### src/rtl/mseq_pkg.sv
package mseq_pkg;
  localparam int CAR_W  = 4;
  localparam int PC_W   = 16;
  localparam int IW     = 32;
  localparam int ALU_W  = 3;
  localparam int NSEL   = 5;
  localparam int RF_W   = 4;
  localparam int N_ALU  = 6;

  // instruction field positions (decoded by datapath too)
  localparam int OPC_LSB = 0;
  localparam int RA_LSB  = 5;
  localparam int RB_LSB  = 9;
  localparam int RD_LSB  = 13;
  localparam int IMM_LSB = 9;
  localparam int TGT_LSB = 13;

  localparam int SEL_PC_TGT  = 0;
  localparam int SEL_WB_MEM  = 1;
  localparam int SEL_WB_IMM  = 2;
  localparam int SEL_WDST_R1 = 3;
  localparam int SEL_RAM_IMM = 4;

  localparam logic [1:0] TY_ALU = 2'b00;
  localparam logic [1:0] TY_MEM = 2'b01;
  localparam logic [1:0] TY_CTL = 2'b10;
  localparam logic [2:0] SUB_SETI = 3'd7;

  localparam logic [CAR_W-1:0] U_FETCH = 4'd0;
  localparam logic [CAR_W-1:0] U_DISP  = 4'd1;
  localparam logic [CAR_W-1:0] U_ALU   = 4'd2;
  localparam logic [CAR_W-1:0] U_SETI  = U_ALU + CAR_W'(N_ALU);
  localparam logic [CAR_W-1:0] U_LD    = 4'd9;
  localparam logic [CAR_W-1:0] U_ST    = 4'd11;
  localparam logic [CAR_W-1:0] U_J     = 4'd13;
  localparam logic [CAR_W-1:0] U_JNE   = 4'd14;
  localparam logic [CAR_W-1:0] U_JE    = 4'd15;

  typedef enum logic [1:0] {
    CAR_ZERO = 2'd0,
    CAR_INC  = 2'd1,
    CAR_DISP = 2'd2
  } car_ctl_e;

  typedef struct packed {
    logic [ALU_W-1:0] alu_op;
    logic             pc_ld;
    logic             ir_ld;
    logic             ram_rd;
    logic             ram_we;
    logic             reg_we;
    car_ctl_e         car_ctl;
    logic [NSEL-1:0]  sel;
    logic             br_eq;
    logic             br_ne;
  } uword_t;
endpackage

### src/rtl/mseq_ustore.sv
module mseq_ustore
  import mseq_pkg::*;
(
  input  logic [CAR_W-1:0] car_i,
  output uword_t           uw_o
);
  always_comb begin
    uw_o         = '0;
    uw_o.car_ctl = CAR_ZERO;
    if (car_i >= U_ALU && car_i < U_SETI) begin
      uw_o.alu_op = ALU_W'(car_i - U_ALU);
      uw_o.reg_we = 1'b1;
    end else begin
      case (car_i)
        U_FETCH: begin
          uw_o.ir_ld   = 1'b1;
          uw_o.pc_ld   = 1'b1;
          uw_o.car_ctl = CAR_INC;
        end
        U_DISP: uw_o.car_ctl = CAR_DISP;
        U_SETI: begin
          uw_o.reg_we             = 1'b1;
          uw_o.sel[SEL_WB_IMM]    = 1'b1;
          uw_o.sel[SEL_WDST_R1]   = 1'b1;
        end
        U_LD: begin
          uw_o.ram_rd             = 1'b1;
          uw_o.sel[SEL_RAM_IMM]   = 1'b1;
          uw_o.car_ctl            = CAR_INC;
        end
        U_LD + 4'd1: begin
          uw_o.ram_rd             = 1'b1;
          uw_o.reg_we             = 1'b1;
          uw_o.sel[SEL_RAM_IMM]   = 1'b1;
          uw_o.sel[SEL_WB_MEM]    = 1'b1;
          uw_o.sel[SEL_WDST_R1]   = 1'b1;
        end
        U_ST: begin
          uw_o.sel[SEL_RAM_IMM]   = 1'b1;
          uw_o.car_ctl            = CAR_INC;
        end
        U_ST + 4'd1: begin
          uw_o.sel[SEL_RAM_IMM]   = 1'b1;
          uw_o.ram_we             = 1'b1;
        end
        U_J: begin
          uw_o.pc_ld              = 1'b1;
          uw_o.sel[SEL_PC_TGT]    = 1'b1;
        end
        U_JNE: begin
          uw_o.alu_op             = 3'd1;
          uw_o.br_ne              = 1'b1;
          uw_o.sel[SEL_PC_TGT]    = 1'b1;
        end
        U_JE: begin
          uw_o.alu_op             = 3'd1;
          uw_o.br_eq              = 1'b1;
          uw_o.sel[SEL_PC_TGT]    = 1'b1;
        end
        default: ;
      endcase
    end
  end
endmodule

### src/rtl/mseq_dispatch.sv
module mseq_dispatch
  import mseq_pkg::*;
(
  input  logic [4:0]       opc_i,
  output logic [CAR_W-1:0] entry_o
);
  logic [1:0] ty;
  logic [2:0] sub;
  assign ty  = opc_i[4:3];
  assign sub = opc_i[2:0];

  always_comb begin
    entry_o = U_FETCH;
    case (ty)
      TY_ALU: begin
        if (int'(sub) < N_ALU)    entry_o = U_ALU + CAR_W'(sub);
        else if (sub == SUB_SETI) entry_o = U_SETI;
      end
      TY_MEM: begin
        if (sub == 3'd0)      entry_o = U_LD;
        else if (sub == 3'd1) entry_o = U_ST;
      end
      TY_CTL: begin
        if (sub == 3'd0)      entry_o = U_J;
        else if (sub == 3'd1) entry_o = U_JNE;
        else if (sub == 3'd2) entry_o = U_JE;
      end
      default: entry_o = U_FETCH;
    endcase
  end
endmodule

### src/rtl/mseq_car.sv
module mseq_car
  import mseq_pkg::*;
(
  input  logic             clk_i,
  input  logic             rst_ni,
  input  car_ctl_e         ctl_i,
  input  logic [CAR_W-1:0] disp_i,
  output logic [CAR_W-1:0] car_o
);
  logic [CAR_W-1:0] car_d, car_q;

  always_comb begin
    case (ctl_i)
      CAR_INC:  car_d = car_q + 1'b1;
      CAR_DISP: car_d = disp_i;
      default:  car_d = U_FETCH;
    endcase
  end

  always_ff @(posedge clk_i or negedge rst_ni) begin
    if (!rst_ni) car_q <= U_FETCH;
    else         car_q <= car_d;
  end

  assign car_o = car_q;

  a_r2_fetch_advance: assert property (@(posedge clk_i) disable iff (!rst_ni)
    car_q == U_FETCH |=> car_q == U_DISP);
  a_r3_dispatch_target: assert property (@(posedge clk_i) disable iff (!rst_ni)
    car_q == U_DISP |=> car_q == $past(disp_i));
  a_r4_alu_single_step: assert property (@(posedge clk_i) disable iff (!rst_ni)
    (car_q >= U_ALU && car_q <= U_SETI) |=> car_q == U_FETCH);
  a_r6_load_two_steps: assert property (@(posedge clk_i) disable iff (!rst_ni)
    car_q == U_LD |=> car_q == U_LD + 4'd1 ##1 car_q == U_FETCH);
  a_r7_store_two_steps: assert property (@(posedge clk_i) disable iff (!rst_ni)
    car_q == U_ST |=> car_q == U_ST + 4'd1 ##1 car_q == U_FETCH);
endmodule

### src/rtl/mseq_ctrl.sv
module mseq_ctrl
  import mseq_pkg::*;
(
  input  logic             clk_i,
  input  logic             rst_ni,
  input  logic [IW-1:0]    prog_word_i,
  input  logic             alu_zero_i,
  output logic [PC_W-1:0]  pc_o,
  output logic [CAR_W-1:0] car_o,
  output logic             ir_load_o,
  output logic             pc_we_o,
  output logic [ALU_W-1:0] alu_op_o,
  output logic             reg_we_o,
  output logic             ram_rd_o,
  output logic             ram_we_o,
  output logic [NSEL-1:0]  mux_sel_o,
  output logic [RF_W-1:0]  ra_o,
  output logic [RF_W-1:0]  rb_o,
  output logic [RF_W-1:0]  rd_o,
  output logic [PC_W-1:0]  imm_o,
  output logic [PC_W-1:0]  tgt_o
);
  logic [PC_W-1:0]  pc_q, pc_d;
  logic [IW-1:0]    ir_q;
  logic [CAR_W-1:0] car, disp;
  uword_t           uw;
  logic             pc_we;

  mseq_ustore u_ustore (.car_i(car), .uw_o(uw));

  mseq_dispatch u_disp (.opc_i(ir_q[OPC_LSB +: 5]), .entry_o(disp));

  mseq_car u_car (
    .clk_i  (clk_i),
    .rst_ni (rst_ni),
    .ctl_i  (uw.car_ctl),
    .disp_i (disp),
    .car_o  (car)
  );

  assign tgt_o = ir_q[TGT_LSB +: PC_W];
  assign imm_o = ir_q[IMM_LSB +: PC_W];
  assign ra_o  = ir_q[RA_LSB +: RF_W];
  assign rb_o  = ir_q[RB_LSB +: RF_W];
  assign rd_o  = ir_q[RD_LSB +: RF_W];

  // branch bits gate the zero flag into a conditional PC write
  assign pc_we = uw.pc_ld | (uw.br_eq & alu_zero_i) | (uw.br_ne & ~alu_zero_i);
  assign pc_d  = uw.sel[SEL_PC_TGT] ? tgt_o : pc_q + 1'b1;

  always_ff @(posedge clk_i or negedge rst_ni) begin
    if (!rst_ni) begin
      pc_q <= '0;
      ir_q <= '0;
    end else begin
      if (pc_we)    pc_q <= pc_d;
      if (uw.ir_ld) ir_q <= prog_word_i;
    end
  end

  assign pc_o      = pc_q;
  assign car_o     = car;
  assign ir_load_o = uw.ir_ld;
  assign pc_we_o   = pc_we;
  assign alu_op_o  = uw.alu_op;
  assign reg_we_o  = uw.reg_we;
  assign ram_rd_o  = uw.ram_rd;
  assign ram_we_o  = uw.ram_we;
  assign mux_sel_o = uw.sel;

  a_r2_ir_capture: assert property (@(posedge clk_i) disable iff (!rst_ni)
    car == U_FETCH |=> ir_q == $past(prog_word_i) && pc_q == $past(pc_q) + 1'b1);
  a_r3_no_write_early: assert property (@(posedge clk_i) disable iff (!rst_ni)
    car <= U_DISP |-> !reg_we_o && !ram_we_o);
  a_r8_jump_target: assert property (@(posedge clk_i) disable iff (!rst_ni)
    car == U_J |=> pc_q == $past(tgt_o));
  a_r9_jne_taken: assert property (@(posedge clk_i) disable iff (!rst_ni)
    (car == U_JNE && !alu_zero_i) |=> pc_q == $past(tgt_o));
  a_r10_je_hold: assert property (@(posedge clk_i) disable iff (!rst_ni)
    (car == U_JE && !alu_zero_i) |=> $stable(pc_q));
endmodule

### config.mk
export PLATFORM = sky130hd
export DESIGN_NAME = mseq_ctrl
export DESIGN_NICKNAME = d
export VERILOG_FILES = /design/src/rtl/mseq_pkg.sv /design/src/rtl/mseq_ustore.sv /design/src/rtl/mseq_dispatch.sv /design/src/rtl/mseq_car.sv /design/src/rtl/mseq_ctrl.sv
export SDC_FILE = /design/constraint.sdc
export NUM_CORES = 1
export LEC_CHECK = 0
export ABC_AREA = 1
export BUFFER_PORTS_ARGS = -buffer_cell sky130_fd_sc_hd__buf_4
export CORE_ASPECT_RATIO = 0.9
export CORE_MARGIN = 2
export CORE_UTILIZATION = 29
export DETAILED_ROUTE_END_ITERATION = 12
export SETUP_SLACK_MARGIN = 0.1
export SLEW_MARGIN = 20
export SYNTH_ARGS = -nofsm -noshare
export SYNTH_HDL_FRONTEND = slang
export SYNTH_SLANG_ARGS = --single-unit
### constraint.sdc
create_clock -name clk_i -period 1.55 [get_ports clk_i]
set_input_delay 0.31 -clock clk_i [delete_from_list [all_inputs] [get_ports clk_i]]
set_output_delay 0.31 -clock clk_i [all_outputs]
set_load 0.02 [all_outputs]
# Word-level counts from Yosys, hierarchy flattened
# Cells that the tools add are included.
# word_totals
register_bits,49
input_bits,35
output_inout_bits,77
elab_cells,69
# op_classes
add_sub_neg,4
order_cmp,3
n_eq_ne,16
mux,27
bitwise,5
reduce_logical,11
# ops
operator,count
$eq A4 B4 Y1 const B,8
$mux W4,8
$add A16 B1 Y16 const B,1
$mux W16,1
$mux W1,13
$pmux W4 S3,1
$mux W9,1
$pmux W4 S2,1
$reduce_or A2 Y1,4
$reduce_or A3 Y1,2
$add A2 B3 Y4 const A,1
$add A4 B1 Y4 const B,1
$eq A2 B1 Y1 const B,2
$eq A2 B2 Y1 const B,2
$eq A4 B1 Y1 const B,1
$ge A4 B2 Y1 const B,1
$logic_not A4 Y1,1
$lt A4 B4 Y1 const B,1
$pmux W2 S2,1
$reduce_or A4 Y1,1
$eq A3 B1 Y1 const B,1
$eq A3 B2 Y1 const B,1
$eq A3 B3 Y1 const B,1
$logic_not A3 Y1,1
8 further kinds,10

# Logic depth before layout (Yosys ltp)
# Gate-level depths: netlist (run 1).
# depth
ltp_word,7
mapped_depth,12
mapped_depth_nobuf,11

# Cells and area by module
# A second synthesis (run 1) with hierarchy kept.
# hier_totals
cells_unflattened,396
area_unflattened_um2,3114.2
# modules_own_cells
mod,instances,cells_each,area_each_um2,seq_area_each_um2
mseq_ctrl,1,307,2595.0,1126.1
mseq_car,1,26,229.0,100.1
mseq_ustore,1,38,161.4,0.0
mseq_dispatch,1,25,128.9,0.0

# Least setup slack after synthesis (run 1)
# Ideal clock, no wire load.
# synth_path
path_type,register to register
start,"register u_car.car_q[0], in the netlist u_car.car_o[0]"
end,"register u_car.car_q[0], in the netlist u_car.car_o[0]"
setup_time_ps,77
arrival_ps,1840
t_required_ps,1473
path_slack_ps,-368
path_stages_with_launch,11
path_buffers,0
synth_period_minus_slack_ps,1918
path_cell_list,dfrtp_1 inv_1 ha_1 nor2_1 nand2_2 nor2_2 inv_1 nand2_1 inv_1 ha_1 a21oi_1
# synth_via
elab_chain_len,6
word_cells_on_any_way,14
cone_classes,add/sub (1); order compare (2); eq/ne (5); mux (3); reduce/logical (3)
# synth_lines
element,line,text
from (decl),mseq_car.sv:10,"logic [CAR_W-1:0] car_d, car_q;"
from (signal assigned),mseq_car.sv:22,else car_q <= car_d;
$eq A4 B4 Y1 / $logic_not A4 Y1 (equally long branches),mseq_ustore.sv:14,case (car_i)
$reduce_or A3 Y1 (no line),n/a,
$pmux W2 S2,mseq_ustore.sv:14,
$mux W9,mseq_ustore.sv:10,if (car_i >= U_ALU && car_i < U_SETI) begin
$eq A2 B2 Y1 / $eq A2 B1 Y1 (equally long branches),mseq_car.sv:13,case (ctl_i)
$pmux W4 S2 (*),mseq_car.sv:13,
via u_car.car_d[0],mseq_car.sv:10,
# The timed path passes the listed nets; every way through them passes the cells marked *.
# A chain may end at the register's enable or synchronous reset.

# Final worst setup path (run 1)
# layout_path
start,"register u_car.car_q[0], in the netlist u_car.car_o[0]"
end,output port ir_load_o
# layout_via
elab_chain_len,3
word_cells_on_any_way,6
cone_classes,order compare (2); mux (2); reduce/logical (2)
# layout_lines
element,line,text
$ge A4 B2 Y1 (tied with other cells),mseq_ustore.sv:10,
$logic_and A1 B1 Y1 / $mux W1 (equally long branches),"mseq_ustore.sv:10, mseq_ustore.sv:14",
$mux W4 (*),mseq_ustore.sv:10,
to (decl),mseq_ctrl.sv:10,"output logic ir_load_o,"
# Every way passes the cells marked *; elsewhere a longest branch is shown, timed or not.

==> results.md, run 1 <==
- Area share of fa/ha/maj cells after synthesis: 4.252%
- Transition time at the pin with the least slew margin: 373.9 ps
- Routed vias/inst: 4.327
- Post-route DRC: 0
- Main combinational cell family by area after synthesis: simple AND/OR/NAND/NOR gates
- CTS tree: yes
- Floorplan die area: 12020 um^2
- Last weighted congestion value of the routability-driven placer: 0.8479
- Data arrival time of the critical path: 1630 ps
- Minimum clock period after layout: 1942 ps
- Root Driver: clkbuf_16
- RR Startpoint: u_car.car_o[0]
- Largest cells by area after synthesis: dfrtp_1 (38%), nand2_1 (19%), buf_4 (11%), inv_1 (6.1%), nand3_1 (5.3%)
- Register-to-Register Path Depth: 11
- Proportion of synthesized area in mux cells: 0%
- Avg Synthesized Cell Area: 7.241 um^2
- Final setup skew: 3.776 ps
- Total of flip-flops plus latches after synthesis: 49
- Violations in the final reports: negative setup slack
- Worst-Skew Late Latency: 280 ps
- Effective utilization at floorplan: 29.82%
- Total of endpoints with negative setup slack in the final report: 62
- Capture instance of the worst register-to-register path: u_car.car_o[1]
- Total power draw: 12.30 mW
- Global Route Usage Sum: 15.31%
- Clk sinks: 49
- Capturing element of the worst setup path: ir_load_o
- Largest net degree at the start of global routing: 28
- Worst IR drop on VDD: 1.126 mV
- Cell taking the most area after synthesis: dfrtp_1
- Finished layout cell area: 5067 um^2
- Average wire per cell in the routed design: 12.38 um
- Result of the run: complete, but fails checks
- Distinct cell type count of the synthesized netlist: 27
- Final core utilization: 46.68%
- Maximum operating frequency: 514.9 MHz
- Wirelength, routed: 9011 um
- Worst setup EP type: output pin
- X dimension of the die: 115.4 um
- Wire length of the first global-routing pass: 15010 um
- Worst setup margin: -392.2 ps
- Number of top-level design ports: 112
- First DRT Iteration DRCs: 102
- Layout Cells excl Fill: 728
- Inserted Clock Buffers: 5
- Core footprint: 10860 um^2
- Max Transition Viols Final: 0
- Clock-pin slew on the worst setup and hold paths: 60 ps
- Simple-gate share of the synthesized area: 30.92%
- CP startpoint: u_car.car_o[0]
- Detailed placer's ending HPWL: 6475 um
- Share of layout cells above drive strength 1: 47.74%
- Startpoint kind of the worst setup timing path: register
- Via count: 3150
- Placed cell count: 692
- TritonRoute pass-1 iters: 4
- Total negative slack for setup checks: -13070 ps
- Unrepaired setup endpoints after global routing: yes
- Synthesized instance count: 447
- CTS H-tree depth: 2
- Fin. Hold Viols: 0
- Synthesis-to-finish area growth: 56.55%
- Post-synthesis instance area: 3237 um^2
- Global route total overflow: 0
- Worst Path Required: 1240 ps
- Register-to-Register Setup Slack: -300 ps
- # port buffers: 108
- Synth Area in Compound Gates: 5.914%
- Max-slew headroom at the worst pin: 75.08%
- Post-synth net total: 493
- Placement Cell Area: 4209 um^2
- Core Rows: 36
- N_diodes: 0
- Crit Path Category: reg -> out
- Post-Synth XOR/XNOR Area: 1.353%
- Antenna viol nets, final: 0
- Warnings, synthesis: 0
- Number of nets in the final layout: 621
- Number of global-route vias before repair: 3133
- Number of antenna violations at the first check in global routing: 0
- Critical path fanouts, max: 4
- Chip height: 104.2 um
- Area share of the largest cell type after synthesis: 37.88%
- HP Class: in -> reg
- Power per cell area: 2428 nW/um^2
- Static Leakage: 2.599 nW
- Bufs on Longest Clock Path: 2
- Part of the Yosys area used for sequential elements: 37.88%
- Crit share post-route: 125.3%
- Count of maximum capacitance violations: 0
-- report_power, final --
group	internal, mW	total [mW]	leakage [nW]	switching, mW
clock network	0.806	1.25	0.0841	0.447
registers	1.90	2.49	0.615	0.593
logic	4.06	8.56	1.90	4.50
-- synthesized netlist by cell type (all sizes together) --
library cell and instances:
nand3 36, buf 56, nand3b 3, inv 54, a21oi 5, xor2 4, o211ai 6, nor2 26
o22ai 1, dfrtp 49, o21ai 22, or2 1, xnor2 1, nor3 1, ha 11, nand4 5
nand2 166
-- worst max-delay path, cell delays in order (launching register included) --
cell     delay [ps]
dfrtp_2         440
inv_4            90
buf_4           110
ha_2            170
nand2_1         120
nor2_4          180
buf_6           130
buf_6           110
-- cell usage in the layout (no fill, tap or decap), drive strengths merged --
cell type,synthesis,routed
o22ai,1,1
inv,54,54
xor2,4,4
nor2,26,26
nand3b,3,3
ha,11,11
or2,1,1
dfrtp,49,49
a21oi,5,5
o211ai,6,6
buf,56,175
nand3,36,36
clkbuf,0,7
nand2,166,166
nor3,1,1
dlygate4sd3,0,1
bufinv,0,1
nand4,5,5
xnor2,1,1
o21ai,22,22
clkinv,0,1
-- cell families after synthesis --
group,after synthesis
flip-flops,49
adder cells (fa/ha/maj),11
AO/OA/AOI/OAI,34
XOR/XNOR,5
buffers and inverters,110
AND/OR/NAND/NOR,238
-- final cells by class --
type	count	area (um^2)
clock buffer	7	142.6
timing repair buffer	176	1545
clock inverter	1	30.03
fill	1048	5788
inverter	54	222.7
timing repair inverter	1	8.758
sequential	49	1231
multi-input combinational	288	1697
tap	152	190.2
-- sequential cells by signal, summed over array words and instances, names as in the netlist --
signal,flops
ir_q,29
pc_o,16
u_car.car_o,4
-- metal layers --
layer	track usage, %	vias up	routed length, um
met5	0	-	0
met4	3.012	0	55
met3	2.506	5	395
met2	26.11	65	4538
met1	20.39	1476	4021
li1	-	1604	-
-- how the worst min path moves through the flow --
stage | cells after the start | slack (ps) | start | to
3_3_place_gp | 1 | 260 | rst_ni | ir_q[28]
3_5_place_dp | 1 | 260 | rst_ni | ir_q[28]
4_1_cts | 3 | 210 | prog_word_i[12] | ir_q[12]
2_1_floorplan | 0 | 10 | rst_ni | ir_q[0]
6_report | 3 | 220 | prog_word_i[16] | ir_q[16]
5_1_grt | 3 | 210 | prog_word_i[15] | ir_q[15]
-- stage by stage --
step	setup WS (ps)	hold slack, ps
final	-392.2	216.6
after global routing	-470.2	214.9
after CTS	-338.4	207.2
after detailed placement	-119.4	261.4
after global placement	-124.4	258.0
after floorplan	-141.0	14.41
-- what timing repair did --
action,CTS,global route
pin swaps,19,2
gates cloned,3,1
resized for setup,83,45
hold endpoints to repair,26,0
hold buffers,1,0
buffers inserted,21,4
endpoints found under the setup margin,61,63
Note: power is estimated with default switching activity, not from simulation.
==> run 2, diff against run 1 <==
--- a/config.mk
+++ b/config.mk
@@ -9,8 +9,9 @@
 export BUFFER_PORTS_ARGS = -buffer_cell sky130_fd_sc_hd__buf_4
 export CORE_ASPECT_RATIO = 0.9
 export CORE_MARGIN = 2
-export CORE_UTILIZATION = 29
+export CORE_UTILIZATION = 46
 export DETAILED_ROUTE_END_ITERATION = 12
+export PLACE_DENSITY = 0.8
 export SETUP_SLACK_MARGIN = 0.1
 export SLEW_MARGIN = 20
 export SYNTH_ARGS = -nofsm -noshare
==> run 2 against run 1 <==
Net effect: the run still ends with negative setup slack left; setup slack better by 46 ps; final area down 4.4%; count of clock-buffer cells in the layout unchanged; cell count down 10%; combinational power up 0.8%; fmax up 2.4%; global-route usage up 5.5 points; clock skew up 3.9 ps; critical path type unchanged; critical endpoint is now alu_op_o[0]; largest power group unchanged.
==> results.md, run 2 (synthesis gave the netlist of run 1 again) <==
- Result of the run: complete, but fails checks (unchanged)
- Violations in the final reports: negative setup slack (unchanged)
- Layout Cells excl Fill: 653 (was 728)
- Count of maximum capacitance violations: 0 (unchanged)
- HP Class: in -> reg (unchanged)
- N_diodes: 0 (unchanged)
- Register-to-Register Path Depth: 11 (unchanged)
- Data arrival time of the critical path: 1590 ps (was 1630 ps)
- Filler Cells Inserted: 489 (was 1048)
- Crit Path Category: reg -> out (unchanged)
- Total of endpoints with negative setup slack in the final report: 62 (unchanged)
- Core Rows: 28 (was 36)
- Inserted Clock Buffers: 5 (unchanged)
- Wire length of the first global-routing pass: 13170 um (was 15010 um)
- TritonRoute pass-1 iters: 5 (was 4)
- Root Driver: clkbuf_8 (was clkbuf_16)
- Clock-pin slew on the worst setup and hold paths: 90 ps (was 60 ps)
- Global Route Usage Sum: 20.84% (was 15.31%)
- Total negative slack for setup checks: -7662 ps (was -13070 ps)
- Last weighted congestion value of the routability-driven placer: 0.8914 (was 0.8479)
- Critical path fanouts, max: 3 (was 4)
- Commonest cells after routing, fill and taps aside: buf_4 (132), nand2_1 (122), dfrtp_1 (45), inv_1 (43), nand2_2 (33) (was buf_4 (137), nand2_1 (127), dfrtp_1 (45), inv_1 (42), nand3_1 (32))
- First DRT Iteration DRCs: 137 (was 102)
- Via count: 3215 (was 3150)
- Max-slew headroom at the worst pin: 71.94% (was 75.08%)
- Clk sinks: 49 (unchanged)
- Total power draw: 12.16 mW (was 12.30 mW)
- Placed cell count: 618 (was 692)
- Floorplan die area: 7724 um^2 (was 12020 um^2)
- Bufs on Longest Clock Path: 2 (unchanged)
- Number of flip-flops in the largest register: 29 (unchanged)
- Number of nets in the final layout: 608 (was 621)
- Routed vias/inst: 4.923 (was 4.327)
- Static Leakage: 2.518 nW (was 2.599 nW)
- Most frequent standard cell in the layout excluding fill and tap cells: buf_4 (unchanged)
- Worst setup EP type: output pin (unchanged)
- Worst setup margin: -345.8 ps (was -392.2 ps)
- Final setup skew: 7.705 ps (was 3.776 ps)
- Startpoint kind of the worst setup timing path: register (unchanged)
- Synthesis-to-finish area growth: 49.67% (was 56.55%)
- Minimum clock period after layout: 1896 ps (was 1942 ps)
- Detailed placer's ending HPWL: 6059 um (was 6475 um)
- Number of top-level design ports: 112 (unchanged)
- Number of global-route vias before repair: 2754 (was 3133)
- CTS tree: yes (unchanged)
- Max Transition Viols Final: 0 (unchanged)
- Share of layout cells above drive strength 1: 46.36% (was 47.74%)
- Worst Path Required: 1240 ps (about the same)
- Power per cell area: 2511 nW/um^2 (was 2428 nW/um^2)
- Unrepaired setup endpoints after global routing: yes (unchanged)
- Core footprint: 6691 um^2 (was 10860 um^2)
- Global route total overflow: 0 (unchanged)
- Maximum operating frequency: 527.5 MHz (was 514.9 MHz)
- Transition time at the pin with the least slew margin: 417.8 ps (was 373.9 ps)
- Wirelength, routed: 9133 um (was 9011 um)
- Largest net degree at the start of global routing: 30 (was 28)
- Effective utilization at floorplan: 48.37% (was 29.82%)
- Average wire per cell in the routed design: 13.99 um (was 12.38 um)
- Post-route DRC: 0 (unchanged)
- Antenna viol nets, final: 0 (unchanged)
- CTS H-tree depth: 2 (unchanged)
- # port buffers: 108 (unchanged)
- Worst-Skew Late Latency: 300 ps (was 280 ps)
- Fin. Hold Viols: 0 (unchanged)
- Crit share post-route: 122.3% (was 125.3%)
- X dimension of the die: 92.42 um (was 115.4 um)
- Number of antenna violations at the first check in global routing: 0 (unchanged)
- Worst hold path depth: 3 (unchanged)
- Worst IR drop on VDD: 1.695 mV (was 1.126 mV)
- Top register by number of flip-flops: ir_q (unchanged)
- Chip height: 83.58 um (was 104.2 um)
run 2: cell types whose count changed in the layout (fill, tap and decap cells not counted), moves of 2 or more:
cell,before,now
inv_2,8,3
clkbuf_8,1,6
nand2_1,127,122
buf_4,137,132
buf_16,2,0
clkinvlp_4,0,2
o21ai_1,12,16
o21ai_2,7,4
buf_6,29,19
nand2_2,29,33
run 2: critical path: stages, from the launching register on:
cell	delay, ps
dfrtp_2	450
inv_4	80
ha_4	150
nor2_4	40
nand2_4	80
nand2_4	70
o211ai_1	230
buf_4	190
run 2: final cells by class:
| type | instances | area, um^2 | area share, % |
|---|---|---|---|
| Timing Repair Buffer | 163 | 1435 | 29.62 |
| Sequential cell | 49 | 1231 | 25.41 |
| Inverter | 54 | 234.0 | 4.830 |
| Tap cell | 90 | 112.6 | 2.324 |
| Clock inverter | 1 | 30.03 | 0.6198 |
| Clock buffer | 7 | 86.33 | 1.782 |
| Multi-Input combinational cell | 288 | 1708 | 35.25 |
| Timing Repair inverter | 1 | 7.507 | 0.1550 |
run 2: metrics by stage:
| stage | setup WS, ps | hold WS [ps] | instance area, um^2 | util, % |
|---|---|---|---|---|
| 6_report | -345.8 | 192.8 | 4845 | 72.40 |
| 5_1_grt | -424.5 | 187.8 | 4845 | 72.40 |
| 4_1_cts | -365.0 | 183.4 | 4338 | 64.83 |
| 3_5_place_dp | -136.4 | 220.6 | 4041 | 60.40 |
| 3_3_place_gp | -97.03 | 216.0 | 4041 | 60.40 |
| 2_1_floorplan | -141.0 | 14.41 | 3364 | - |
run 2: path summary, 6_finish.rpt:
| check | slack [ps] | startpoint | end |
|---|---|---|---|
| setup reg to reg | -290 | u_car.car_o[1] | u_car.car_o[3] |
| max in group asynchronous | 650 | rst_ni | u_car.car_o[3] |
| hold / removal | 190 | prog_word_i[15] | ir_q[15] |
| min in group asynchronous | 430 | rst_ni | ir_q[16] |
| hold reg to reg | 510 | ir_q[7] | ir_q[7] |
| setup / recovery | -350 | u_car.car_o[0] | alu_op_o[0] |
run 2: layer usage:
layer	GRT usage [%]	share of wire, %	routed length, um
met5	0	0	0
met4	3.664	1.7	155
met3	4.155	6.9	627
met2	34.84	51	4633
met1	28.33	41	3716
run 2: power by group:
part           internal [mW]  switching (mW)
Sequential              1.89           0.686
Clock                  0.527           0.431
Combinational           4.04            4.58
Total                   6.46            5.70
run 2: timing repair:
action / CTS / global route
resized for setup: 25 / 90
pin swaps: 10 / 18
cloned: 0 / 6
hold buffers: 1 / 0
endpoints found under the setup margin: 62 / 64
endpoints found under the hold margin: 20 / 0
setup buffers: 11 / 10
